File: src/rtl/irqagg_pkg.sv
package irqagg_pkg;

    localparam int WORD_W = 32;

    typedef enum logic [1:0] {
        RD_SUM_LO = 2'd0,
        RD_SUM_HI = 2'd1,
        RD_CTRL   = 2'd2,
        RD_RSVD   = 2'd3
    } rd_sel_e;

    typedef struct packed {
        logic eoi;
        logic any_pending;
    } irq_evt_t;

    function automatic int unsigned groups_for(input int unsigned pins, input int unsigned per);
        return (pins + per - 1) / per;
    endfunction

endpackage

File: src/rtl/irqagg_group_or.sv
module irqagg_group_or #(
    parameter int NUM_PINS   = 184,
    parameter int PER_GROUP  = 4,
    parameter int NUM_GROUPS = 46
) (
    input  logic                  clk,
    input  logic                  rst,
    input  logic [NUM_PINS-1:0]   irq_sts,
    input  logic [NUM_PINS-1:0]   wake_sts,
    output logic [NUM_GROUPS-1:0] sum_q,
    output logic                  any_next
);
    localparam int PAD_W = NUM_GROUPS * PER_GROUP;

    logic [PAD_W-1:0]      pend_pad;
    logic [NUM_GROUPS-1:0] grp_next;

    always_comb begin
        pend_pad = '0;
        pend_pad[NUM_PINS-1:0] = irq_sts | wake_sts;
    end

    for (genvar g = 0; g < NUM_GROUPS; g++) begin : g_fold
        assign grp_next[g] = |pend_pad[g*PER_GROUP +: PER_GROUP];
    end

    assign any_next = |grp_next;

    always_ff @(posedge clk) begin
        if (rst) sum_q <= '0;
        else     sum_q <= grp_next;
    end

    AST_SUM_IDLE: assert property (@(posedge clk) disable iff (rst)
        !(|(irq_sts | wake_sts)) |=> (sum_q == '0));

    AST_SUM_RST: assert property (@(posedge clk)
        rst |=> (sum_q == '0));

endmodule

File: src/rtl/irqagg_readout.sv
module irqagg_readout
    import irqagg_pkg::*;
#(
    parameter int NUM_GROUPS = 46
) (
    input  logic [NUM_GROUPS-1:0] sum_q,
    input  rd_sel_e               sel,
    output logic [WORD_W-1:0]     rd_data
);
    localparam int SUM_W = 2 * WORD_W;

    logic [SUM_W-1:0] sum_ext;

    assign sum_ext = SUM_W'(sum_q);

    always_comb begin
        unique case (sel)
            RD_SUM_LO: rd_data = sum_ext[WORD_W-1:0];
            RD_SUM_HI: rd_data = sum_ext[SUM_W-1:WORD_W];
            default:   rd_data = '0;
        endcase
    end

endmodule

File: src/rtl/irqagg_irq_ctl.sv
module irqagg_irq_ctl
    import irqagg_pkg::*;
#(
    parameter int EOI_BIT = 29
) (
    input  logic              clk,
    input  logic              rst,
    input  logic              ctrl_wr,
    input  logic [WORD_W-1:0] ctrl_wdata,
    input  logic              any_next,
    output logic              irq_q
);
    irq_evt_t evt;

    always_comb begin
        evt.eoi         = ctrl_wr & ctrl_wdata[EOI_BIT];
        evt.any_pending = any_next;
    end

    always_ff @(posedge clk) begin
        if (rst)          irq_q <= 1'b0;
        else if (evt.eoi) irq_q <= 1'b0;
        else              irq_q <= evt.any_pending;
    end

    AST_EOI_DROP: assert property (@(posedge clk) disable iff (rst)
        (ctrl_wr && ctrl_wdata[EOI_BIT]) |=> !irq_q);

    AST_PEND_RAISE: assert property (@(posedge clk) disable iff (rst)
        (any_next && !(ctrl_wr && ctrl_wdata[EOI_BIT])) |=> irq_q);

    AST_IDLE_LOW: assert property (@(posedge clk) disable iff (rst)
        !any_next |=> !irq_q);

    AST_IRQ_RST: assert property (@(posedge clk)
        rst |=> !irq_q);

endmodule

File: src/rtl/irq_group_aggregator.sv
module irq_group_aggregator
    import irqagg_pkg::*;
#(
    parameter int NUM_PINS  = 184,
    parameter int PER_GROUP = 4,
    parameter int EOI_BIT   = 29
) (
    input  logic                clk,
    input  logic                rst,
    input  logic [NUM_PINS-1:0] pin_irq_sts,
    input  logic [NUM_PINS-1:0] pin_wake_sts,
    input  logic                ctrl_wr,
    input  logic [WORD_W-1:0]   ctrl_wdata,
    input  logic [1:0]          rd_addr,
    output logic [WORD_W-1:0]   rd_data,
    output logic                irq_out
);
    localparam int NUM_GROUPS = groups_for(NUM_PINS, PER_GROUP);
    localparam int HI_BITS    = NUM_GROUPS - WORD_W;

    logic [NUM_GROUPS-1:0] sum_w;
    logic                  any_w;
    rd_sel_e               sel_w;

    assign sel_w = rd_sel_e'(rd_addr);

    irqagg_group_or #(
        .NUM_PINS   (NUM_PINS),
        .PER_GROUP  (PER_GROUP),
        .NUM_GROUPS (NUM_GROUPS)
    ) u_fold (
        .clk      (clk),
        .rst      (rst),
        .irq_sts  (pin_irq_sts),
        .wake_sts (pin_wake_sts),
        .sum_q    (sum_w),
        .any_next (any_w)
    );

    irqagg_readout #(
        .NUM_GROUPS (NUM_GROUPS)
    ) u_rd (
        .sum_q   (sum_w),
        .sel     (sel_w),
        .rd_data (rd_data)
    );

    irqagg_irq_ctl #(
        .EOI_BIT (EOI_BIT)
    ) u_irq (
        .clk        (clk),
        .rst        (rst),
        .ctrl_wr    (ctrl_wr),
        .ctrl_wdata (ctrl_wdata),
        .any_next   (any_w),
        .irq_q      (irq_out)
    );

    AST_HI_PAD_ZERO: assert property (@(posedge clk) disable iff (rst)
        (sel_w == RD_SUM_HI) |-> (rd_data[WORD_W-1:HI_BITS] == '0));

    AST_CTRL_READ_ZERO: assert property (@(posedge clk) disable iff (rst)
        (sel_w == RD_CTRL || sel_w == RD_RSVD) |-> (rd_data == '0));

    AST_NOEOI_KEEP: assert property (@(posedge clk) disable iff (rst)
        (ctrl_wr && !ctrl_wdata[EOI_BIT] && irq_out && any_w) |=> irq_out);

endmodule

File: config.mk
export PLATFORM = sky130hd
export DESIGN_NAME = irq_group_aggregator
export DESIGN_NICKNAME = d
export VERILOG_FILES = /design/src/rtl/irqagg_pkg.sv /design/src/rtl/irqagg_group_or.sv /design/src/rtl/irqagg_readout.sv /design/src/rtl/irqagg_irq_ctl.sv /design/src/rtl/irq_group_aggregator.sv
export SDC_FILE = /design/constraint.sdc
export NUM_CORES = 1
export LEC_CHECK = 0
export BUFFER_PORTS_ARGS = -buffer_cell sky130_fd_sc_hd__buf_2
export CORE_AREA = 2 2 169 171
export DETAILED_ROUTE_END_ITERATION = 7
export DIE_AREA = 0 0 171 173
export PLACE_DENSITY_LB_ADDON = 0.05
export SYNTH_ARGS = -nofsm -noshare
export SYNTH_HDL_FRONTEND = slang
export SYNTH_HIERARCHICAL = 1
export SYNTH_SLANG_ARGS = --single-unit
File: constraint.sdc
create_clock -name clk -period 2.7 [get_ports clk]
set_clock_uncertainty 0.05 [all_clocks]
set_input_delay 0.405 -clock clk [delete_from_list [all_inputs] [get_ports clk]]
set_output_delay 0.405 -clock clk [all_outputs]
set_load 0.01 [all_outputs]
* Word level (Yosys, flattened, before mapping)
Index checks and enable logic that the tools add are counted.
Cells by class: equal/unequal tests 1, multiplexer cells 1, bitwise gates (word level) 2, reduce and logical (&&, ||, !) cells 49
Operator list (number):
- $or 184x184->184 | 1
- $reduce_or 184->1 | 1
- $reduce_or 4->1 | 46
- $pmux 32 s2 | 1
- $eq 2x1->1 const B | 1
- $logic_not 2->1 | 1
- $reduce_or 2->1 | 1
- $and 1x1->1 | 1
Storage, ports and cells: bits in registers 47, output and inout bits 33

* Depth between registers and ports, before layout
word-level depth 2, depth in mapped cells 7

* Modules after synthesis
Netlist, hierarchy kept.
By module, submodules not included:
- irqagg_group_or | times used 1, cells an instance 220, area each 1958.1 sq um, seq. area each 920.9 sq um
- irqagg_readout | times used 1, cells an instance 51, area each 364.1 sq um, seq. area each 0.0 sq um
- irqagg_irq_ctl | times used 1, cells an instance 3, area each 36.3 sq um, seq. area each 20.0 sq um

* Worst setup path after synthesis
Ideal clock, no wire load.
path type input to register, start input port pin_wake_sts[64], end register u_irq.irq_q, arrival 1457 ps, data required time 2531 ps, slack 1074 ps, stages on the path 7, buffers on the path 0, cell sequence nor4_1 > nand4_1 > nor4_1 > and4_1 > nand3_1 > inv_1 > a211oi_2
On the way: cells in the longest elaborated chain, start to end 2
Ends and longest elaborated chain:
- start, declared | RTL line irq_group_aggregator.sv:11 | input logic [NUM_PINS-1:0] pin_wake_sts,
- $or 184x184->184 | RTL line irqagg_group_or.sv:20 | pend_pad[NUM_PINS-1:0] = irq_sts | wake_sts;
- $reduce_or 184->1 | RTL line irqagg_group_or.sv:27 | assign any_next = |grp_next;
- via any_w | RTL line irq_group_aggregator.sv:22 | logic any_w;
- end signal, assigned | RTL line irqagg_irq_ctl.sv:23 | else irq_q <= evt.any_pending;
- end, declared | RTL line irqagg_irq_ctl.sv:11 | output logic irq_q
The timed path passes the listed nets, and every way through them passes these cells. A chain may end at the register's enable or synchronous reset.

* Final worst setup path
start input port pin_wake_sts[30], end register u_irq.irq_q
The elaborated chain is that of the path after synthesis.

==> impl_results.md <==
- First-pass GRT wire length: 23300 um
- Max Slew Vio Count: 0
- Total Wirelength: 16400 um
- Post-CTS resize count: 0
- Min-Delay Path Class: in2reg
- Slew at the pin with the worst max-slew slack: 0.565 ns
- Leakage Power: 2.44 nW
- Largest cells by area after synthesis: dfxtp_1 (40%), nor4_1 (25%), a21oi_1 (9.8%)
- Data arrival, critical path: 2.16 ns
- Flops & latches, synth: 47
- Max cap viols: 0
- Top-area cell type share of the netlist area: 39.9%
- Register area share after synthesis: 39.9%
- WS Path Type: in2reg
- Sink Count: 47
- CTS tree: built
- Syn Nets: 679
- Worst path most repeated cell: nor4_1
- Worst path cell trace: buf_2, nor4_1, nand4_1, nor4_1, buf_4, and4_1, nand3_1, inv_1, a211oi_2
- Critical Path Max Stage Delay: 0.44 ns
- Adder-Cell Fraction of Synth Area: 0%
- Chip Height: 173 um
- DIE AREA: 29600 um^2
- Synth Warn #: 6
- Multiplexer area fraction after synthesis: 5.94%
- Hold slack: 0.231 ns
- Critical Path RT: 2.84 ns
- Syn Std Cell Area: 2360 um^2
- Vias: 3934
- Row count: 61
- Clock Pin Slew Worst Setup and Hold Paths: 0.06 ns
- Worst Setup End Kind: flop
- Number of global-route vias before repair: 4405
- PortBufs: 406
- # DRC: 0
- Peak supply drop: 157 uV
- Clk Tree Root Cell: clkbuf_16
- Synth cell types: 18
- Drt first-iter violations: 103
- IO Count: 438
- Largest net degree at the start of global routing: 29
- Fin crit period: 2.02 ns
- Gr ovfl total: 0
- Status: completed
- Initial antenna violation count: 1
- Postcts setup bufs: 0
- PwrDens: 365 nW/um^2
- CTS Buf Count: 5
- Post-Synth Simple-Gate Area: 40.9%
- # setup viols final: 0
- Post-Route Setup TNS: 0 ns
- Slowest CP cell: nor4_1
- Layout cells sized above 1: 62.0%
- CTS H-Tree Depth: 2
- Post-detail-place hpwl: 14700 um
- Endpoints failing hold: 0
- Post-Syn Instances: 274
- Post-synthesis compound-gate area fraction: 10.3%
- RSZ-0062 raised after global routing: false
- GP Congestion: 0.874
- Antenna-violating nets left: 0
- Average cell area after synthesis: 8.61 um^2
- Crit path launch type: input port
- Largest family of logic cells by synthesized area: simple AND/OR/NAND/NOR gates
- Clock buffer depth: 2
- Initial cell density of the core: 8.54%
- Fillers: 3228
- Nets: 1090
- CTS hold repair buffers: 0
- Cell taking the most area after synthesis: dfxtp_1
- Avg WL per Cell: 15.4 um
- Vias per cell: 3.70
- Iteration count of the initial detailed-routing pass: 4
- Post-Synth XOR/XNOR Area: 0%
- CP Max Fanout: 2
- Slew headroom: 62.0%
- Die width: 171 um
- Tot GR Track Use: 10.6%
- Fin crit share: 74.9%
- Area Overhead vs Synth: 112%
- Core area: 27600 um^2
- Fmax: 0.494 GHz
-- cell type report --
class | instances | area [um^2] | share of cell area (%)
Tap cell | 378 | 473 | 9.47
Sequential cell | 47 | 941 | 18.8
Clock buffer | 6 | 139 | 2.78
Timing Repair Buffer | 413 | 2080 | 41.7
Multi-Input combinational cell | 217 | 1350 | 27.0
Clock inverter | 1 | 5.00 | 0.100
Inverter | 1 | 3.75 | 0.0751
Antenna cell | 1 | 2.50 | 0.0501
-- flip-flops by register name (all words and copies together) (netlist names) --
| signal | flops |
|---|---|
| u_fold/sum_q | 46 |
| u_irq/irq_q | 1 |
-- worst max-delay path: cells and delay by family --
| family | cells | cell delay [ns] |
|---|---|---|
| and+or+nand+nor | 5 | 1.35 |
| buffers and inverters | 3 | 0.37 |
| AOI/OAI and AO/OA | 1 | 0.04 |
-- cells by family after synthesis --
logic type | count (synthesis)
AOI/OAI and AO/OA | 47
and+or+nand+nor | 156
DFF | 47
muxes | 14
buffers and inverters | 10
-- report_power, final --
group          switching (mW)  leakage (nW)  internal [mW]
Clock                   0.275        0.0727          0.362
Combinational           0.191          1.97          0.252
Sequential             0.0108         0.397          0.732
-- metrics by stage --
step                      total power, mW  worst slack, ns  util (%)  instances  area [um^2]
after floorplan                     0.865             1.07         -        274         2360
after global routing                 1.95            0.316      18.1       1064         5000
after global placement               1.21            0.276      17.6       1056         4850
after CTS                            1.89            0.540      18.1       1063         4990
after detailed placement             1.22            0.210      17.6       1056         4850
final                                1.82            0.677      18.1       1064         5000
-- path summary, 6_finish.rpt --
path                          from           to  cells after the start
hold / removal      ctrl_wdata[29]  u_irq/irq_q                      2
setup / recovery  pin_wake_sts[30]  u_irq/irq_q                      9
-- synth_stat cells, drive strengths merged --
cell / count
inv: 1
and2: 18
nor3: 1
clkbuf: 5
nand3: 1
a21oi: 46
and4: 1
a211oi: 1
buf: 4
mux2i: 14
dfxtp: 47
nor2: 15
nor4: 97
nand4: 23
-- per-layer routing --
layer | up-vias | global-route usage [%] | wire [um]
li1 | 1946 | - | -
met1 | 1749 | 10.8 | 6090
met2 | 225 | 21.3 | 8940
met3 | 14 | 1.90 | 1140
met4 | 0 | 3.43 | 268
met5 | - | 0 | 0
-- layout by cell type, fill, tap and decap left out, drive strengths merged --
cell type and n:
nand4 23, nor4 97, dfxtp 47, a21oi 46, and4 1, nor3 1
clkinv 1, clkbuf 6, mux2i 14, diode 1, nor2 15, buf 413
nand3 1, a211oi 1, inv 1, and2 18
No activity file was read; power rests on OpenSTA's default activity.
